--- src/rtl/wiper_pkg.sv ---
package wiper_pkg;
  typedef enum logic [2:0] {
    OP_NONE, OP_WRITE, OP_RESTORE, OP_INC, OP_DEC, OP_SHL, OP_SHR
  } op_e;

  localparam int CODE_W = 4;

  function automatic logic is_adjust(op_e op);
    return (op == OP_INC) || (op == OP_DEC) || (op == OP_SHL) || (op == OP_SHR);
  endfunction
endpackage

--- src/rtl/wiper_cmd_decode.sv ---
module wiper_cmd_decode
  import wiper_pkg::*;
(
  input  logic [CODE_W-1:0] code,
  output op_e               op
);
  always_comb begin
    case (code)
      4'd11:        op = OP_WRITE;
      4'd1, 4'd8:   op = OP_RESTORE;
      4'd14, 4'd15: op = OP_INC;
      4'd6, 4'd7:   op = OP_DEC;
      4'd12, 4'd13: op = OP_SHL;
      4'd4, 4'd5:   op = OP_SHR;
      default:      op = OP_NONE;
    endcase
  end
endmodule

--- src/rtl/wiper_repeat.sv ---
module wiper_repeat
  import wiper_pkg::*;
(
  input  logic clk,
  input  logic rst_n,
  input  logic cmd_valid,
  input  logic strobe_only,
  input  op_e  frame_op,
  output op_e  op_eff
);
  op_e armed_q;

  always_ff @(posedge clk or negedge rst_n) begin
    if (!rst_n)         armed_q <= OP_NONE;
    else if (cmd_valid) armed_q <= is_adjust(frame_op) ? frame_op : OP_NONE;
  end

  always_comb begin
    if (cmd_valid)        op_eff = frame_op;
    else if (strobe_only) op_eff = armed_q;
    else                  op_eff = OP_NONE;
  end
endmodule

--- src/rtl/wiper_reg.sv ---
module wiper_reg
  import wiper_pkg::*;
#(
  parameter int W = 10
) (
  input  logic         clk,
  input  logic         rst_n,
  input  op_e          op_eff,
  input  logic [W-1:0] data,
  input  logic         wp_n,
  input  logic         preset_n,
  input  logic [W-1:0] nv_value,
  output logic [W-1:0] wiper,
  output logic         apply_en,
  output logic         load_nv,
  output logic         preset_rise
);
  localparam logic [W-1:0] MID = {1'b1, {(W-1){1'b0}}};
  localparam logic [W-1:0] TOP = {W{1'b1}};

  function automatic logic [W-1:0] step_up(logic [W-1:0] v);
    return (v == TOP) ? TOP : v + W'(1);
  endfunction

  function automatic logic [W-1:0] step_down(logic [W-1:0] v);
    return (v == '0) ? '0 : v - W'(1);
  endfunction

  function automatic logic [W-1:0] dbl(logic [W-1:0] v);
    if (v == '0)       return W'(1);
    else if (v[W-1])   return TOP;
    else               return v << 1;
  endfunction

  function automatic logic [W-1:0] half(logic [W-1:0] v);
    return v >> 1;
  endfunction

  logic         preset_q, boot_q;
  logic [W-1:0] adj_val;

  assign preset_rise = preset_n && !preset_q;
  assign load_nv     = preset_n && (preset_rise || boot_q);
  assign apply_en    = preset_n && !load_nv && (op_eff != OP_NONE) &&
                       (wp_n || (op_eff == OP_RESTORE));

  always_comb begin
    case (op_eff)
      OP_WRITE:   adj_val = data;
      OP_RESTORE: adj_val = nv_value;
      OP_INC:     adj_val = step_up(wiper);
      OP_DEC:     adj_val = step_down(wiper);
      OP_SHL:     adj_val = dbl(wiper);
      OP_SHR:     adj_val = half(wiper);
      default:    adj_val = wiper;
    endcase
  end

  always_ff @(posedge clk or negedge rst_n) begin
    if (!rst_n) begin
      wiper    <= MID;
      preset_q <= 1'b1;
      boot_q   <= 1'b1;
    end else begin
      preset_q <= preset_n;
      boot_q   <= 1'b0;
      if (!preset_n)     wiper <= MID;
      else if (load_nv)  wiper <= nv_value;
      else if (apply_en) wiper <= adj_val;
    end
  end
endmodule

--- src/rtl/wiper_engine.sv ---
module wiper_engine
  import wiper_pkg::*;
#(
  parameter int W = 10
) (
  input  logic              clk,
  input  logic              rst_n,
  input  logic              cmd_valid,
  input  logic [CODE_W-1:0] cmd_code,
  input  logic [W-1:0]      cmd_data,
  input  logic              strobe_only,
  input  logic              wp_n,
  input  logic              preset_n,
  input  logic [W-1:0]      nv_value,
  output logic [W-1:0]      wiper
);
  op_e  frame_op, op_eff;
  logic apply_en, load_nv, preset_rise;

  wiper_cmd_decode u_dec (.code(cmd_code), .op(frame_op));

  wiper_repeat u_rep (
    .clk(clk), .rst_n(rst_n), .cmd_valid(cmd_valid), .strobe_only(strobe_only),
    .frame_op(frame_op), .op_eff(op_eff)
  );

  wiper_reg #(.W(W)) u_reg (
    .clk(clk), .rst_n(rst_n), .op_eff(op_eff), .data(cmd_data), .wp_n(wp_n),
    .preset_n(preset_n), .nv_value(nv_value), .wiper(wiper), .apply_en(apply_en),
    .load_nv(load_nv), .preset_rise(preset_rise)
  );
endmodule

--- config.mk ---
export PLATFORM = sky130hd
export DESIGN_NAME = wiper_engine
export DESIGN_NICKNAME = d
export VERILOG_FILES = /design/src/rtl/wiper_pkg.sv /design/src/rtl/wiper_cmd_decode.sv /design/src/rtl/wiper_repeat.sv /design/src/rtl/wiper_reg.sv /design/src/rtl/wiper_engine.sv
export SDC_FILE = /design/constraint.sdc
export NUM_CORES = 1
export LEC_CHECK = 0
export BUFFER_PORTS_ARGS = -buffer_cell sky130_fd_sc_hd__buf_2
export CAP_MARGIN = 15
export CORE_ASPECT_RATIO = 0.8
export CORE_MARGIN = 2
export CORE_UTILIZATION = 45
export DETAILED_ROUTE_END_ITERATION = 10
export HOLD_SLACK_MARGIN = 0.05
export PLACE_DENSITY = 0.75
export SLEW_MARGIN = 25
export SYNTH_ARGS = -nofsm -noshare
export SYNTH_HDL_FRONTEND = slang
export SYNTH_SLANG_ARGS = --single-unit
--- constraint.sdc ---
create_clock -name clk -period 4.28 [get_ports clk]
set_input_delay 0.428 -clock clk [delete_from_list [all_inputs] [get_ports clk]]
set_output_delay 0.428 -clock clk [all_outputs]
set_load 0.05 [all_outputs]
==> out/metrics.yaml, run 1 <==
core.rowCount: 20
setup_tns_ns: 0
syn_area_mm2: 0.00184
ctsHoldBuffers: 0
dp_hpwl_um: 4050
antennaDiodeCount: 0
seqPwrFrac_pct: 33.2
start_kind: "primary input"
cp.arrival_ns: 2.98
path_buf_inv: 1
io_buffers: 39
gp_congestion: 0.923
htreeDepth: 1
firstDrtPassIters: 5
cp_slowest_cell: "nor2b_1"
via_per_inst: 6.49
p_leak_uw: 0.000790
fin_hold_ws_ns: 0.0774
final_common_cell: "buf_2"
antenna_found_initial: 0
finalSetupViolations: 0
synth-edff-count: 0
worstPathMaxFanout: 20
rsz0062_at_grt: "no"
end_kind: "flop"
clkSlewWorstSetupHoldPaths_ns: 0.06
yosys_warnings: 0
grt_pass1_wl_um: 8540
ir_worst_vdd_mv: 0.208
die_w_um: 75.6
cts_tree: "built"
cts_root_buffer: "clkbuf_8"
synth_cells: 238
critical-path-top-delay-family: "simple AND/OR/NAND/NOR gates"
ys_async_sr_fraction_pct: 100
flow.area_growth_from_synthesis_pct: 10.3
ys.flop_type: "dfrtp_1"
ys_seq_area_share_pct: 20.6
clock_sinks: 15
die_area_mm2: 0.00463
finalMaxSlewViolations: 0
period_share_pct: 67.2
avgSynthCellArea_um2: 7.74
postRouteAntennaNets: 0
postCtsSetupBuffers: 0
clock_latency_ns: 0.25
slowest_delay_ns: 0.75
vias: 2037
grt_overflow_total: 0
max_cap_violations: 0
relSlewSlack_pct: 41.8
fin_ws_ns: 1.40
power.density_mw_per_mm2: 320
most-common-layout-cells: "39 x buf_2, 23 x nand2_1, 22 x o21ai_0, 14 x nor2_1, 12 x dfrtp_1"
grt_max_degree: 21
grtUsageTotal_pct: 24.4
netSwitchingPower_uw: 306
final_cells: 314
ys_seq_elements: 15
largest_reg_flops: 10
cts_resized: 0
die_h_um: 61.2
cts_buffer_depth: 2
finalNetCount: 292
finalHoldViolCount: 0
ys_types: 62
skew_ns: 0.00119
cp.required_ns: 4.38
route.detailed.drc: 0
place_inst: 310
initial_core_util_pct: 47.8
path_cells: "buf_2 -> a21o_1 -> a32o_1 -> nor4_1 -> or3_1 -> nor2b_1 -> o31ai_2"
dr.first_iter.drc_count: 260
layout_min_cycle_time_ns: 2.88
wirelength_um: 5500
io_pins: 40
wl_per_cell_um: 17.5
drive_above_1_share_pct: 21.2
status: "finished, final reports clean"
core_area_mm2: 0.00385
synth_nets: 270
worst_slew_pin_slew_ns: 0.871
pre_cts_ws_ns: 1.26
criticalPathCategory: "in2reg"
hp-class: "in2async"
fmax_mhz: 348
cts-buffers-inserted: 3
power.internal_uw: 345
clkPwrFrac_pct: 17.7
grt_pass1_vias: 1736
netSwitchingFraction_pct: 47.0
power_frac_comb_pct: 49.2
through the flow:
stage | cell area (um^2) | utilization (%) | total power [uW]
after floorplan | 1840 | - | 458
after global placement | 1990 | 51.6 | 526
after detailed placement | 1990 | 51.6 | 531
after CTS | 2030 | 52.7 | 645
after global routing | 2030 | 52.7 | 687
final | 2030 | 52.7 | 651
synth_stat cells, drive strengths merged (2+ instances only):
cell type,instances,area [um^2]
o22ai,2,12.5
o211ai,3,22.5
nor2b,5,33.8
buf,16,97.6
nand4,3,18.8
a21oi,8,40.0
o221ai,2,17.5
or4,3,30.0
nor4,3,33.8
xnor2,5,43.8
dfstp,3,78.8
o2111ai,2,17.5
o31ai,5,42.5
nor3,9,45.0
a32oi,6,78.8
nand2,23,86.3
and2,3,18.8
xor2,4,35.0
inv,8,30.0
a211oi,4,30.0
o21ai,24,120
a32o,11,110
dfrtp,12,300
ha,2,25.0
a221o,3,30.0
nor2,15,58.8
o211a,2,20.0
mux2i,6,60.1
a31oi,6,37.5
clkbuf,6,22.5
or3,7,43.8
nand3,7,35.0
final timing paths:
path / depth (start not counted) / end / slack, ns / startpoint
setup / recovery: 7 / u_reg.wiper[6] / 1.40 / cmd_code[2]
max in group asynchronous: 1 / u_reg.boot_q / 3.90 / rst_n
min in group clk: 1 / u_reg.preset_q / 0.36 / preset_n
hold reg to reg: 2 / u_rep.armed_q[1] / 0.57 / u_rep.armed_q[1]
setup reg to reg: 5 / u_reg.wiper[6] / 1.55 / u_rep.armed_q[0]
hold / removal: 1 / u_reg.wiper[8] / 0.08 / rst_n
power by group through the flow:
stage          clock, uW  combinational [uW]  sequential, uW
2_1_floorplan          0                 229             230
3_3_place_gp           0                 311             216
3_5_place_dp           0                 314             217
4_1_cts              114                 316             214
5_1_grt              120                 346             221
6_report             115                 320             216
cell type report:
cell class	count	area [um^2]
tap	55	68.8
fill	376	1820
clock buffer	4	45.0
sequential	15	379
inverter	8	30.0
multi-input combinational	193	1310
timing repair buffer	39	195
logic make-up after synthesis:
| logic type | after synthesis | synth area share, % |
|---|---|---|
| multiplexers | 7 | 3.87 |
| AND/OR/NAND/NOR | 82 | 23.6 |
| other | 1 | 0.203 |
| adder cells (fa/ha/maj) | 2 | 1.36 |
| XOR/XNOR | 9 | 4.28 |
| buffers and inverters | 30 | 8.15 |
| AO/OA/AOI/OAI | 92 | 38.0 |
| flip-flops | 15 | 20.6 |
per-layer routing:
layer	GRT usage [%]	wire, um	up-vias
met5	0	0	-
met3	4.42	564	7
met4	5.01	61	0
met1	36.2	2470	953
met2	37.1	2400	114
li1	-	-	963
Note: power is estimated with default switching activity, not from simulation.
==> run 2: changes to the inputs <==
==> constraint.sdc (replaced) <==
create_clock -name clk -period 2.8 [get_ports clk]
set_input_delay 0.28 -clock clk [delete_from_list [all_inputs] [get_ports clk]]
set_output_delay 0.28 -clock clk [all_outputs]
set_load 0.05 [all_outputs]
==> run 2 against run 1 <==
Net effect:
- clock skew about the same
- largest power group unchanged
- combinational power up 73%
- critical path depth unchanged
- highest routed layer unchanged
- sequential share of layout area down 1.1 points
- count of clock-buffer cells in the layout unchanged
- sequential cell count unchanged
- wire length up 3.5%
- core utilization up 3.4 points
- sequential power up 41%
- critical endpoint is now u_reg.wiper[5]
- clock power up 61%
- global-route usage up 2.0 points
==> out/metrics.yaml, run 2 (synthesis gave the netlist of run 1 again) <==
rsz0062_at_grt: "no"
grt_pass1_vias: 1817
die_area_mm2: 0.00463
setup_tns_ns: 0
dr.first_iter.drc_count: 224
cts_resized: 0
io_pins: 40
die_h_um: 61.2
relSlewSlack_pct: 44.9
postCtsSetupBuffers: 0
power.density_mw_per_mm2: 483
cts_root_buffer: "clkbuf_8"
period_share_pct: 89.8
end_kind: "flop"
wirelength_um: 5690
hp-class: "in2reg"
finalMaxSlewViolations: 0
max_cap_violations: 0
seqPwrFrac_pct: 29.2
start_kind: "flop"
skew_ns: 0.00108
grt_max_degree: 19
final_util_pct: 56.1
multiInputGateArea_mm2: 0.00131
slowest_delay_ns: 0.48
cp.required_ns: 2.94
netSwitchingPower_uw: 486
clkSlewWorstSetupHoldPaths_ns: 0.06
final_common_cell: "buf_2"
cp.arrival_ns: 2.66
path_cells: "inv_1 -> ha_1 -> or3b_1 -> nor4_4 -> o311ai_1 -> a221o_1 -> a32o_1"
clkPwrFrac_pct: 17.7
antenna_found_initial: 0
netSwitchingFraction_pct: 46.5
via_per_inst: 6.36
clock_latency_ns: 0.26
postRouteAntennaNets: 0
cts_tree: "built"
grt_overflow_total: 0
dp_hpwl_um: 4290
clock_sinks: 15
power_frac_comb_pct: 53.0
ir_worst_vdd_mv: 0.296
finalHoldViolCount: 0
most-common-layout-cells: "39 x buf_2, 23 x nand2_1, 22 x o21ai_0, 16 x buf_4, 14 x nor2_1"
cp_slowest_cell: "dfrtp_1"
fin_hold_ws_ns: 0.201
status: "finished, final reports clean"
firstDrtPassIters: 4
antennaDiodeCount: 0
die_w_um: 75.6
core_area_mm2: 0.00385
regArea_um2: 379
ctsHoldBuffers: 1
layout_min_cycle_time_ns: 2.51
route.detailed.drc: 0
drive_above_1_share_pct: 25.7
fillers: 363
flow.area_growth_from_synthesis_pct: 17.3
htreeDepth: 1
finalNetCount: 309
finalSetupViolations: 0
worstPathMaxFanout: 9
io_buffers: 39
vias: 2104
wl_per_cell_um: 17.2
power.internal_uw: 558
initial_core_util_pct: 47.8
gp_congestion: 0.985
criticalPathCategory: "reg2reg"
p_leak_uw: 0.000872
fmax_mhz: 398
worst_slew_pin_slew_ns: 0.827
cts_buffer_depth: 2
grt_pass1_wl_um: 9190
core.rowCount: 20
largest_reg_flops: 10
cts-buffers-inserted: 3
grtUsageTotal_pct: 26.4
## run 2: layer usage
metal / up-vias / GRT usage (%) / share of wire (%)
met2: 109 / 40.2 / 44
met1: 987 / 38.9 / 46
met5: - / 0 / 0
li1: 1000 / - / -
met3: 8 / 6.06 / 9.6
met4: 0 / 4.01 / 0.81
## run 2: layout make-up
cell class / instances / share of cell area (%)
flip-flops and latches: 15 / 17.5
repair buffers: 56 / 15.0
well taps: 55 / 3.18
multi-input cells: 193 / 60.8
clock buffers: 4 / 2.08
inverters: 8 / 1.39
## run 2: stage by stage
| step | cells | setup WS [ns] | cell area (um^2) | power [uW] |
|---|---|---|---|---|
| final | 331 | 0.287 | 2160 | 1040 |
| after global routing | 331 | 0.152 | 2160 | 1120 |
| after CTS | 331 | 0.314 | 2160 | 1040 |
| after detailed placement | 326 | 0.344 | 2110 | 847 |
| after global placement | 326 | 0.420 | 2110 | 844 |
| after floorplan | 238 | 0.287 | 1840 | 701 |
## run 2: worst max-delay path: cells and delay by family, from the launching register on
family | cells | cell delay [ns]
buf+inv | 1 | 0.12
fa+ha+maj | 1 | 0.19
simple gates | 2 | 0.82
flops | 1 | 0.48
compound gates | 3 | 0.78
## run 2: worst paths after layout
check	startpoint	endpoint	slack (ns)	cells after the start
hold / removal	preset_n	u_reg.preset_q	0.20	1
setup / recovery	u_reg.wiper[0]	u_reg.wiper[5]	0.29	7
min in group asynchronous	rst_n	u_reg.wiper[6]	0.47	2
setup reg to reg	u_reg.wiper[0]	u_reg.wiper[5]	0.29	7
hold reg to reg	u_rep.armed_q[1]	u_rep.armed_q[1]	0.55	2
max in group asynchronous	rst_n	u_reg.boot_q	2.01	2
## run 2: power groups by stage
| stage | combinational, uW | sequential, uW | clock [uW] |
|---|---|---|---|
| 6_report | 553 | 305 | 185 |
| 5_1_grt | 599 | 311 | 206 |
| 4_1_cts | 544 | 303 | 189 |
| 3_5_place_dp | 541 | 306 | 0 |
| 3_3_place_gp | 539 | 305 | 0 |
| 2_1_floorplan | 349 | 351 | 0 |
